File: config.mk
export PLATFORM = sky130hd
export DESIGN_NAME = cell_tx_poller
export DESIGN_NICKNAME = d
export VERILOG_FILES = /design/src/rtl/cell_tx_pkg.sv /design/src/rtl/cell_tx_poll_engine.sv /design/src/rtl/cell_tx_port_bufs.sv /design/src/rtl/cell_tx_poller.sv
export SDC_FILE = /design/constraint.sdc
export NUM_CORES = 2
export LEC_CHECK = 0
export ABC_CLOCK_PERIOD_IN_PS = 4400
export CORE_ASPECT_RATIO = 0.6
export CORE_UTILIZATION = 40
export CTS_CLUSTER_DIAMETER = 150
export DETAILED_ROUTE_END_ITERATION = 10
export MAX_ROUTING_LAYER = met4
export PLACE_DENSITY = 0.67
export SKIP_LAST_GASP = 1
export SLEW_MARGIN = 25
export SYNTH_ARGS = -nofsm -noshare
export SYNTH_HDL_FRONTEND = slang
export SYNTH_HIERARCHICAL = 1
export SYNTH_SLANG_ARGS = --single-unit
File: constraint.sdc
create_clock -name clk -period 4.4 [get_ports clk]
set_clock_uncertainty 0.1 [all_clocks]
set_input_delay 0.44 -clock clk [delete_from_list [all_inputs] [get_ports clk]]
set_output_delay 0.44 -clock clk [all_outputs]
set_load 0.1 [all_outputs]
File: src/rtl/cell_tx_pkg.sv
package cell_tx_pkg;

    localparam int ADDR_W = 5;

    typedef enum logic [1:0] {
        ST_IDLE,
        ST_SELECT,
        ST_SEND,
        ST_HOLD
    } tx_state_e;

    // Word k of a cell: wide mode carries tag and index side by side,
    // narrow mode puts the tag in byte 0 and the index in later bytes.
    function automatic logic [15:0] cell_word(input logic wide,
                                              input logic [7:0] tag,
                                              input logic [7:0] idx);
        if (wide) begin
            return {tag, idx};
        end
        if (idx == 8'd0) begin
            return {8'h00, tag};
        end
        return {8'h00, idx};
    endfunction

endpackage

File: src/rtl/cell_tx_poll_engine.sv
module cell_tx_poll_engine #(
    parameter int ADDR_W = 5,
    parameter int NP     = 1 << ADDR_W
) (
    input  logic              clk,
    input  logic              rst_n,
    input  logic [NP-1:0]     active,
    input  logic              stall,
    input  logic              clav,
    input  logic              clr_en,
    input  logic [ADDR_W-1:0] clr_port,
    output logic [ADDR_W-1:0] poll_addr,
    output logic [NP-1:0]     ready
);

    logic [ADDR_W-1:0] cur;
    logic [ADDR_W-1:0] nxt;
    logic [ADDR_W-1:0] probe;
    logic              phase;
    logic [NP-1:0]     ready_d;

    // next higher active address with wrap; stays put when no other exists
    always_comb begin
        nxt   = cur;
        probe = cur;
        for (int k = NP - 1; k >= 1; k--) begin
            probe = cur + ADDR_W'(k);
            if (active[probe]) begin
                nxt = probe;
            end
        end
    end

    always_comb begin
        ready_d = ready & active;
        if (!stall && phase) begin
            ready_d[cur] = clav & active[cur];
        end
        if (clr_en) begin
            ready_d[clr_port] = 1'b0;
        end
    end

    always_ff @(posedge clk) begin
        if (!rst_n) begin
            cur   <= '0;
            phase <= 1'b0;
            ready <= '0;
        end else begin
            ready <= ready_d;
            if (stall) begin
                phase <= 1'b0;
            end else if (!phase) begin
                phase <= 1'b1;
            end else begin
                phase <= 1'b0;
                cur   <= nxt;
            end
        end
    end

    assign poll_addr = cur;

endmodule

File: src/rtl/cell_tx_port_bufs.sv
module cell_tx_port_bufs #(
    parameter int ADDR_W = 5,
    parameter int DEPTH  = 3,
    parameter int TAG_W  = 8,
    parameter int NP     = 1 << ADDR_W,
    parameter int CNT_W  = $clog2(DEPTH + 1)
) (
    input  logic                      clk,
    input  logic                      rst_n,
    input  logic                      wr_valid,
    input  logic [ADDR_W-1:0]         wr_port,
    input  logic [TAG_W-1:0]          wr_tag,
    input  logic                      pop_en,
    input  logic [ADDR_W-1:0]         pop_port,
    input  logic                      drop_clr,
    output logic [NP-1:0]             has_cell,
    output logic [NP-1:0][TAG_W-1:0]  heads,
    output logic [NP-1:0]             drop_now,
    output logic [NP-1:0]             drop_hist
);

    for (genvar p = 0; p < NP; p++) begin : g_port
        logic [CNT_W-1:0]            cnt;
        logic [DEPTH-1:0][TAG_W-1:0] slot;
        logic                        now_q;
        logic                        hist_q;
        logic                        wr_hit;
        logic                        pop_hit;
        logic                        full;
        logic                        accept;
        logic                        drop;

        assign wr_hit  = wr_valid && (wr_port == ADDR_W'(p));
        assign pop_hit = pop_en && (pop_port == ADDR_W'(p));
        assign full    = (cnt == CNT_W'(DEPTH));
        assign accept  = wr_hit && !full;
        assign drop    = wr_hit && full;

        always_ff @(posedge clk) begin
            if (!rst_n) begin
                cnt    <= '0;
                slot   <= '0;
                now_q  <= 1'b0;
                hist_q <= 1'b0;
            end else begin
                if (pop_hit) begin
                    for (int i = 0; i < DEPTH - 1; i++) begin
                        slot[i] <= slot[i+1];
                    end
                end
                if (accept) begin
                    if (pop_hit) begin
                        slot[cnt - CNT_W'(1)] <= wr_tag;
                    end else begin
                        slot[cnt] <= wr_tag;
                    end
                end
                case ({accept, pop_hit})
                    2'b10:   cnt <= cnt + CNT_W'(1);
                    2'b01:   cnt <= cnt - CNT_W'(1);
                    default: cnt <= cnt;
                endcase
                if (drop) begin
                    now_q <= 1'b1;
                end else if (pop_hit) begin
                    now_q <= 1'b0;
                end
                if (drop) begin
                    hist_q <= 1'b1;
                end else if (drop_clr) begin
                    hist_q <= 1'b0;
                end
            end
        end

        assign has_cell[p]  = (cnt != '0);
        assign heads[p]     = slot[0];
        assign drop_now[p]  = now_q;
        assign drop_hist[p] = hist_q;
    end

endmodule

File: src/rtl/cell_tx_poller.sv
module cell_tx_poller
    import cell_tx_pkg::*;
#(
    parameter int DEPTH      = 3,
    parameter int PAUSE_W    = 8,
    parameter int WIDE_LEN   = 27,
    parameter int NARROW_LEN = 53
) (
    input  logic                  clk,
    input  logic                  rst_n,
    input  logic [31:0]           cfg_active,
    input  logic                  cfg_wide,
    input  logic [5:0]            cfg_pause_at,
    input  logic [PAUSE_W-1:0]    cfg_pause_len,
    input  logic                  wr_valid,
    input  logic [4:0]            wr_port,
    input  logic [7:0]            wr_tag,
    input  logic                  drop_clr,
    input  logic                  tx_clav,
    output logic [4:0]            tx_addr,
    output logic                  tx_enb_n,
    output logic                  tx_soc,
    output logic [15:0]           tx_data,
    output logic [31:0]           drop_now,
    output logic [31:0]           drop_hist
);

    localparam int NP    = 1 << ADDR_W;
    localparam int IDX_W = 6;

    tx_state_e           state;
    logic [ADDR_W-1:0]   sel;
    logic [IDX_W-1:0]    idx;
    logic [IDX_W-1:0]    idx_inc;
    logic [PAUSE_W-1:0]  hold_cnt;
    logic [IDX_W-1:0]    last_idx;
    logic                last_word;

    logic [ADDR_W-1:0]   poll_addr;
    logic [NP-1:0]       ready;
    logic [NP-1:0]       has_cell;
    logic [NP-1:0][7:0]  heads;
    logic [NP-1:0]       cand;
    logic [ADDR_W-1:0]   pick;
    logic                any_cand;

    cell_tx_poll_engine #(.ADDR_W(ADDR_W)) u_poll (
        .clk       (clk),
        .rst_n     (rst_n),
        .active    (cfg_active),
        .stall     (state == ST_SELECT),
        .clav      (tx_clav),
        .clr_en    (state == ST_IDLE && any_cand),
        .clr_port  (pick),
        .poll_addr (poll_addr),
        .ready     (ready)
    );

    cell_tx_port_bufs #(.ADDR_W(ADDR_W), .DEPTH(DEPTH), .TAG_W(8)) u_bufs (
        .clk       (clk),
        .rst_n     (rst_n),
        .wr_valid  (wr_valid),
        .wr_port   (wr_port),
        .wr_tag    (wr_tag),
        .pop_en    (state == ST_SEND && last_word),
        .pop_port  (sel),
        .drop_clr  (drop_clr),
        .has_cell  (has_cell),
        .heads     (heads),
        .drop_now  (drop_now),
        .drop_hist (drop_hist)
    );

    // lowest-addressed port that answered ready and holds a cell
    always_comb begin
        cand     = ready & has_cell & cfg_active;
        any_cand = |cand;
        pick     = '0;
        for (int k = NP - 1; k >= 0; k--) begin
            if (cand[k]) begin
                pick = ADDR_W'(k);
            end
        end
    end

    assign last_idx  = cfg_wide ? IDX_W'(WIDE_LEN - 1) : IDX_W'(NARROW_LEN - 1);
    assign last_word = (idx == last_idx);
    assign idx_inc   = idx + IDX_W'(1);

    always_ff @(posedge clk) begin
        if (!rst_n) begin
            state    <= ST_IDLE;
            sel      <= '0;
            idx      <= '0;
            hold_cnt <= '0;
        end else begin
            unique case (state)
                ST_IDLE: begin
                    if (any_cand) begin
                        sel   <= pick;
                        state <= ST_SELECT;
                    end
                end
                ST_SELECT: begin
                    idx   <= '0;
                    state <= ST_SEND;
                end
                ST_SEND: begin
                    if (last_word) begin
                        state <= ST_IDLE;
                    end else begin
                        idx <= idx_inc;
                        if (idx_inc == cfg_pause_at && cfg_pause_len != '0) begin
                            hold_cnt <= cfg_pause_len;
                            state    <= ST_HOLD;
                        end
                    end
                end
                ST_HOLD: begin
                    if (hold_cnt == PAUSE_W'(1)) begin
                        state <= ST_SEND;
                    end else begin
                        hold_cnt <= hold_cnt - PAUSE_W'(1);
                    end
                end
                default: state <= ST_IDLE;
            endcase
        end
    end

    always_comb begin
        tx_addr  = poll_addr;
        tx_enb_n = 1'b1;
        tx_soc   = 1'b0;
        tx_data  = '0;
        unique case (state)
            ST_IDLE:   ;
            ST_SELECT: tx_addr = sel;
            ST_SEND: begin
                tx_enb_n = 1'b0;
                tx_soc   = (idx == '0);
                tx_data  = cell_word(cfg_wide, heads[sel], 8'(idx));
            end
            ST_HOLD:   ;
            default:   ;
        endcase
    end

endmodule

Word-level counts from Yosys, hierarchy flattened
Cells that the tools add are included.
{"block": "classes", "n_reduce_logical": 374, "n_eq_ne": 170, "n_lt_le_gt_ge": 164, "n_shift": 0, "bitwise_logic": 8, "addsub": 97, "n_mul": 0, "n_div": 0, "mux": 611}
{"cell": "$mux 16", "n": 101}
{"cell": "$bwmux 24", "n": 64}
{"cell": "$demux 8 s2", "n": 64}
{"cell": "$mux 24", "n": 32}
{"cell": "$mux 8", "n": 68}
{"cell": "$mux 5", "n": 64}
{"cell": "$reduce_bool 2->1", "n": 130}
{"cell": "$lt 5x6->1 const B", "n": 34}
{"cell": "$logic_and 1x1->1", "n": 198}
{"cell": "$lt 2x3->1 const B", "n": 64}
{"cell": "$bmux 1 s5", "n": 32}
{"cell": "$eq 5x5->1 const B", "n": 32}
{"cell": "$mux 1", "n": 139}
{"cell": "$eq 2x2->1 const B", "n": 66}
{"cell": "$and 32x32->32", "n": 4}
{"cell": "$ge 2x1->1 const B", "n": 64}
{"cell": "$pmux 2 s2", "n": 32}
{"cell": "$add 5x5->5 const B", "n": 16}
{"cell": "$eq 5x4->1 const B", "n": 16}
{"cell": "$eq 2x1->1 const B", "n": 33}
{"cell": "$add 2x1->2 const B", "n": 32}
{"cell": "$mux 32", "n": 2}
{"cell": "$sub 2x1->2 const B", "n": 32}
{"cell": "$add 5x4->5 const B", "n": 8}
{"cell": "other kinds (36)", "n": 97}
{"block": "totals", "wordCells": 1623, "input_bits": 65, "out_inout_bits": 87, "latch_bits": 0, "romBits": 0, "ff_bits": 955, "ramBits": 0, "mem_count": 0}

Depth between registers and ports, before layout
{"block": "logic_depth", "word_depth": 42, "depth_mapped": 18, "ltp_nobuf": 12}

Hierarchy
The synthesis kept the hierarchy.
{"module": "cell_tx_port_bufs", "cells_each": 6321, "n_inst": 1, "area_per_inst_um2": 52016.1}
{"module": "cell_tx_poll_engine", "cells_each": 844, "n_inst": 1, "area_per_inst_um2": 7499.7}
{"module": "cell_tx_poller", "cells_each": 446, "n_inst": 1, "area_per_inst_um2": 4165.2}

Least setup slack after synthesis
No wires, ideal clock.
{"block": "synth_timing", "path_type": "reg-to-reg", "start": "register u_poll.cur[2], in the netlist u_poll/poll_addr[2]", "end": "register u_poll.cur[1], in the netlist u_poll/poll_addr[1]", "path_buffers": 4, "setup_time_ns": 0.129, "stages_incl_launch_ff": 16, "t_arrival_ns": 4.597, "slack_ns": -0.426, "period_less_slack_ns": 4.826, "cell_sequence": "dfxtp_1 -> buf_2 -> buf_1 -> inv_1 -> clkbuf_1 -> clkbuf_1 -> ha_1 -> a21boi_2 -> xnor2_1 -> mux4_2 -> mux2i_1 -> nand4_1 -> or4_4 -> a2111oi_2 -> nor4bb_1 -> mux2i_1"}
{"block": "synth_between", "elab_chain_cells": 33, "elab_cells_between_ends": 125, "cone_classes": "add/sub (31); mux (92); reduce/logical (2)"}
{"item": "start: declaration", "line_no": "cell_tx_poll_engine.sv:16", "source": "logic [ADDR_W-1:0] cur;"}
{"item": "start signal: assignment", "line_no": "cell_tx_poll_engine.sv:57", "source": "cur <= nxt;"}
{"item": "$add 5x5->5", "line_no": "cell_tx_poll_engine.sv:27", "source": "probe = cur + ADDR_W'(k);"}
{"item": "$bmux 1 s5", "line_no": "cell_tx_poll_engine.sv:28", "source": "if (active[probe]) begin"}
{"item": "$mux 1 (implied by the code)", "line_no": "cell_tx_poll_engine.sv:28"}
{"item": "$mux 5 (30 in series)", "line_no": "cell_tx_poll_engine.sv:28"}
Parallel ways exist; a longest one is shown, timed or not. The select of a mux whose other input is x is not followed.
A chain may end at the register's enable or synchronous reset.

Final worst setup path
{"block": "layout_timing", "start": "register u_poll.cur[0], in the netlist u_poll/poll_addr[0]", "end": "register u_poll.cur[2], in the netlist u_poll/poll_addr[2]"}
Same word-level chain as after synthesis.

==> impl_metrics.yaml <==
timing:
  rsz0062_at_grt: "no"
  tns_ns: 0
  hold_violations: 0
  period_needed_ns: 4.29
  setup_viol: 0
  worst_slew_pin_slew_ns: 1.10
  maxSlewHeadroom: 0.266
  drv_slew: 0
  period_share: 0.976
  max_freq_mhz: 233
die:
  initial_utilization: 0.406
  io_pins: 152
  row_count: 112
  die_h_um: 311
  die_width_um: 517
  die-area_um2: 161000
  core_um2: 157000
critical_path:
  worstSetupEndpointType: "register"
  critPathMaxStageDelay_ns: 0.62
  cp.arrival_ns: 4.80
  critPathBufInv: 5
  path_max_fanout: 5
  worst_path_max_delay_cell: "a2111oi_1"
  critPathTopFamily: "compound AO/OA/AOI/OAI gates"
  r2r-end: "u_poll/poll_addr[2]"
  worstPathCellList: "inv_1 > ha_4 > buf_12 > clkbuf_16 > mux4_2 > buf_4 > mux2i_1 > mux2_2 > mux2i_2 > a2111oi_1 > buf_4 > nor4bb_1 > o221a_2 > o21ai_0 > a311o_1 > mux2i_1"
  required_ns: 4.90
  reg2reg_depth: 16
  start_kind: "register"
  path_class: "reg -> reg"
  timing.rr.start: "u_poll/poll_addr[0]"
  r2r_slack_ns: 0.11
run:
  cap_violations: 0
yosys:
  synth.largest_area_cell: "dfxtp_1"
  syn-mean-instance-area_um2: 8.37
  synth_most_common_cell: "nand2_1"
  yosysTopAreaCellShare: 0.300
  syn_area_um2: 63700
  synth_area_leaders: "dfxtp_1 (30%), nand2_1 (7.6%), mux2i_1 (6.6%)"
  synth_cell_types: 108
  synth-seq-cells: 955
  postSynthCellCount: 7611
  ys_async_sr_fraction: 0
  synth_edf_count: 0
  synth_flop_cell: "dfxtp_1"
  synth-warning-count: 6
  netlist_top_cells_count: "nand2_1 (1286), dfxtp_1 (955), nor2_1 (551)"
  syn_nets: 7894
  ys_seq_area_frac: 0.300
global_routing:
  antenna_found_initial: 14
  grt_max_degree: 182
  grt_usage: 0.293
  grt_pass1_vias: 55200
  grt_pass1_wl_um: 355000
  grt_remaining_overflow: 0
placement:
  portBuffers: 151
  dp_hpwl_um: 168000
  globalplace.congestion: 1.01
  placedCellCount: 9390
cells_and_area:
  finalNonFillerCells: 9586
  drive_gt1_frac: 0.135
  area_growth_pct: 9.92
  fillers: 15100
  final_nets: 7667
route:
  antenna_left: 0
  viasPerCell: 6.39
  wirelength_um: 240000
  via_count: 61300
  first_pass_iters: 6
  drtIter0Drc: 9263
  wl_per_cell_um: 25.1
  drcViolationCount: 0
clock_network:
  clock_latency_ns: 0.74
  max-clock-path-buffers: 3
  path_clk_slew_ns: 0.08
  clock_sinks: 955
  cts_tree: "built"
  cts_root_buf: "clkbuf_16"
  h-tree-depth: 3
  numCtsBuffers: 94
worst_hold_path:
  hold_end: "u_poll/ready[8]"
  whs_path_depth: 3
  hp-class: "in -> reg"
  hold_start: "rst_n"
power:
  ir_worst_vdd_mv: 0.362
  leakagePower_nw: 25.8
  powerDensity_nw_per_um2: 397
run_status:
  outcome: "complete, no violations"
## layer usage
layer  wire length, µm  up-vias  global-route usage
met4              6610        0              0.0744
met2             93800     3687               0.379
met3             30900      394              0.0788
li1                  -    27300                   -
met1            109000    29900               0.438
met5                 0        -                   -
## flip-flops by register name (all words and copies together) (netlist names)
register and cells:
hold_cnt 8, idx 6, sel 5, state 2
u_bufs/g_port.cnt 64, u_bufs/g_port.hist_q 32, u_bufs/g_port.now_q 32, u_bufs/g_port.slot 512
u_bufs/heads 256, u_poll/phase 1, u_poll/poll_addr 5, u_poll/ready 32
## cell usage in the layout, fill, tap and decap left out, types with 109 or more instances in the layout
| master | netlist | layout |
|---|---|---|
| mux4_2 | 142 | 147 |
| inv_1 | 185 | 184 |
| nor2_1 | 551 | 549 |
| mux2i_1 | 423 | 422 |
| a21oi_1 | 256 | 256 |
| buf_4 | 325 | 466 |
| dfxtp_1 | 955 | 950 |
| clkdlybuf4s50_1 | 0 | 120 |
| ha_1 | 218 | 217 |
| nand2_1 | 1286 | 1286 |
| a211oi_1 | 130 | 130 |
| mux2_2 | 109 | 109 |
| a2111oi_0 | 325 | 322 |
| a221oi_1 | 207 | 206 |
| a311oi_1 | 306 | 306 |
| and3_1 | 214 | 214 |
| nor3b_1 | 222 | 222 |
| nand2b_1 | 182 | 181 |
| o21ai_0 | 184 | 183 |
## cell families (layout without fill, tap and decap cells)
family / after synthesis / count (layout) / share of synthesized area
and+or+nand+nor: 2756 / 2756 / 0.204
AOI/OAI and AO/OA: 1735 / 1735 / 0.205
buffers and inverters: 1146 / 993 / 0.0898
DFF: 955 / 955 / 0.300
muxes: 695 / 695 / 0.143
adders and majority gates: 218 / 218 / 0.0428
xor gates and xnor gates: 106 / 106 / 0.0152
other: 0 / 19 / 0
## tightest hold or removal path, cell delays in order
cell	delay [ns]
buf_8	0.19
o21ai_0	0.15
a211oi_1	0.05
## worst max path at each step
| stage | startpoint | endpoint | slack (ns) | cells after the start |
|---|---|---|---|---|
| floorplan | u_poll/poll_addr[0] | u_poll/poll_addr[1] | 0.004 | 16 |
| global placement | u_poll/poll_addr[0] | u_poll/poll_addr[1] | -0.33 | 18 |
| detailed placement | u_poll/poll_addr[0] | u_poll/poll_addr[1] | -0.31 | 18 |
| CTS | u_poll/poll_addr[0] | u_poll/poll_addr[1] | 0.02 | 18 |
| global route | u_poll/poll_addr[0] | u_poll/poll_addr[1] | 0.008 | 19 |
| finish | u_poll/poll_addr[0] | u_poll/poll_addr[2] | 0.11 | 16 |
## what timing repair did
item | 4_1_cts | 5_1_grt
hold buffers | 1 | 0
resized for setup | 6 | 21
setup buffers | 0 | 4
pin swaps | 0 | 4
endpoints found under the setup margin | 1 | 3
cloned | 0 | 1
hold endpoints to repair | 1 | 0
## stage by stage
stage	area (µm²)	worst slack [ns]	power [mW]	hold WS (ns)	utilization
floorplan	63700	0.00376	14.1	0.288	-
global placement	66600	-0.329	18.5	0.297	0.425
detailed placement	66600	-0.313	18.4	0.302	0.425
CTS	69800	0.0217	27.0	0.0750	0.445
global route	70000	0.00842	28.5	0.108	0.447
finish	70000	0.107	27.8	0.0798	0.447
## power breakdown
group | internal (mW) | total [mW] | leakage (nW) | switching [mW]
clock | 4.81 | 8.70 | 1.57 | 3.89
sequential | 8.72 | 8.81 | 7.70 | 0.0843
combinational | 4.09 | 10.3 | 16.5 | 6.17
total | 17.6 | 27.8 | 25.8 | 10.1
## layout make-up
cell class                      instances  area (µm²)  area share
Multi-Input combinational cell       5510       39000       0.557
Sequential cell                       955       19100       0.273
Timing Repair Buffer                  615        5210      0.0744
Clock buffer                          131        2680      0.0383
Tap cell                             2109        2640      0.0377
Inverter                              208         791      0.0113
Clock inverter                         39         499     0.00713
Antenna cell                           19        47.5    0.000679
Power figures use the tool's default switching activity.
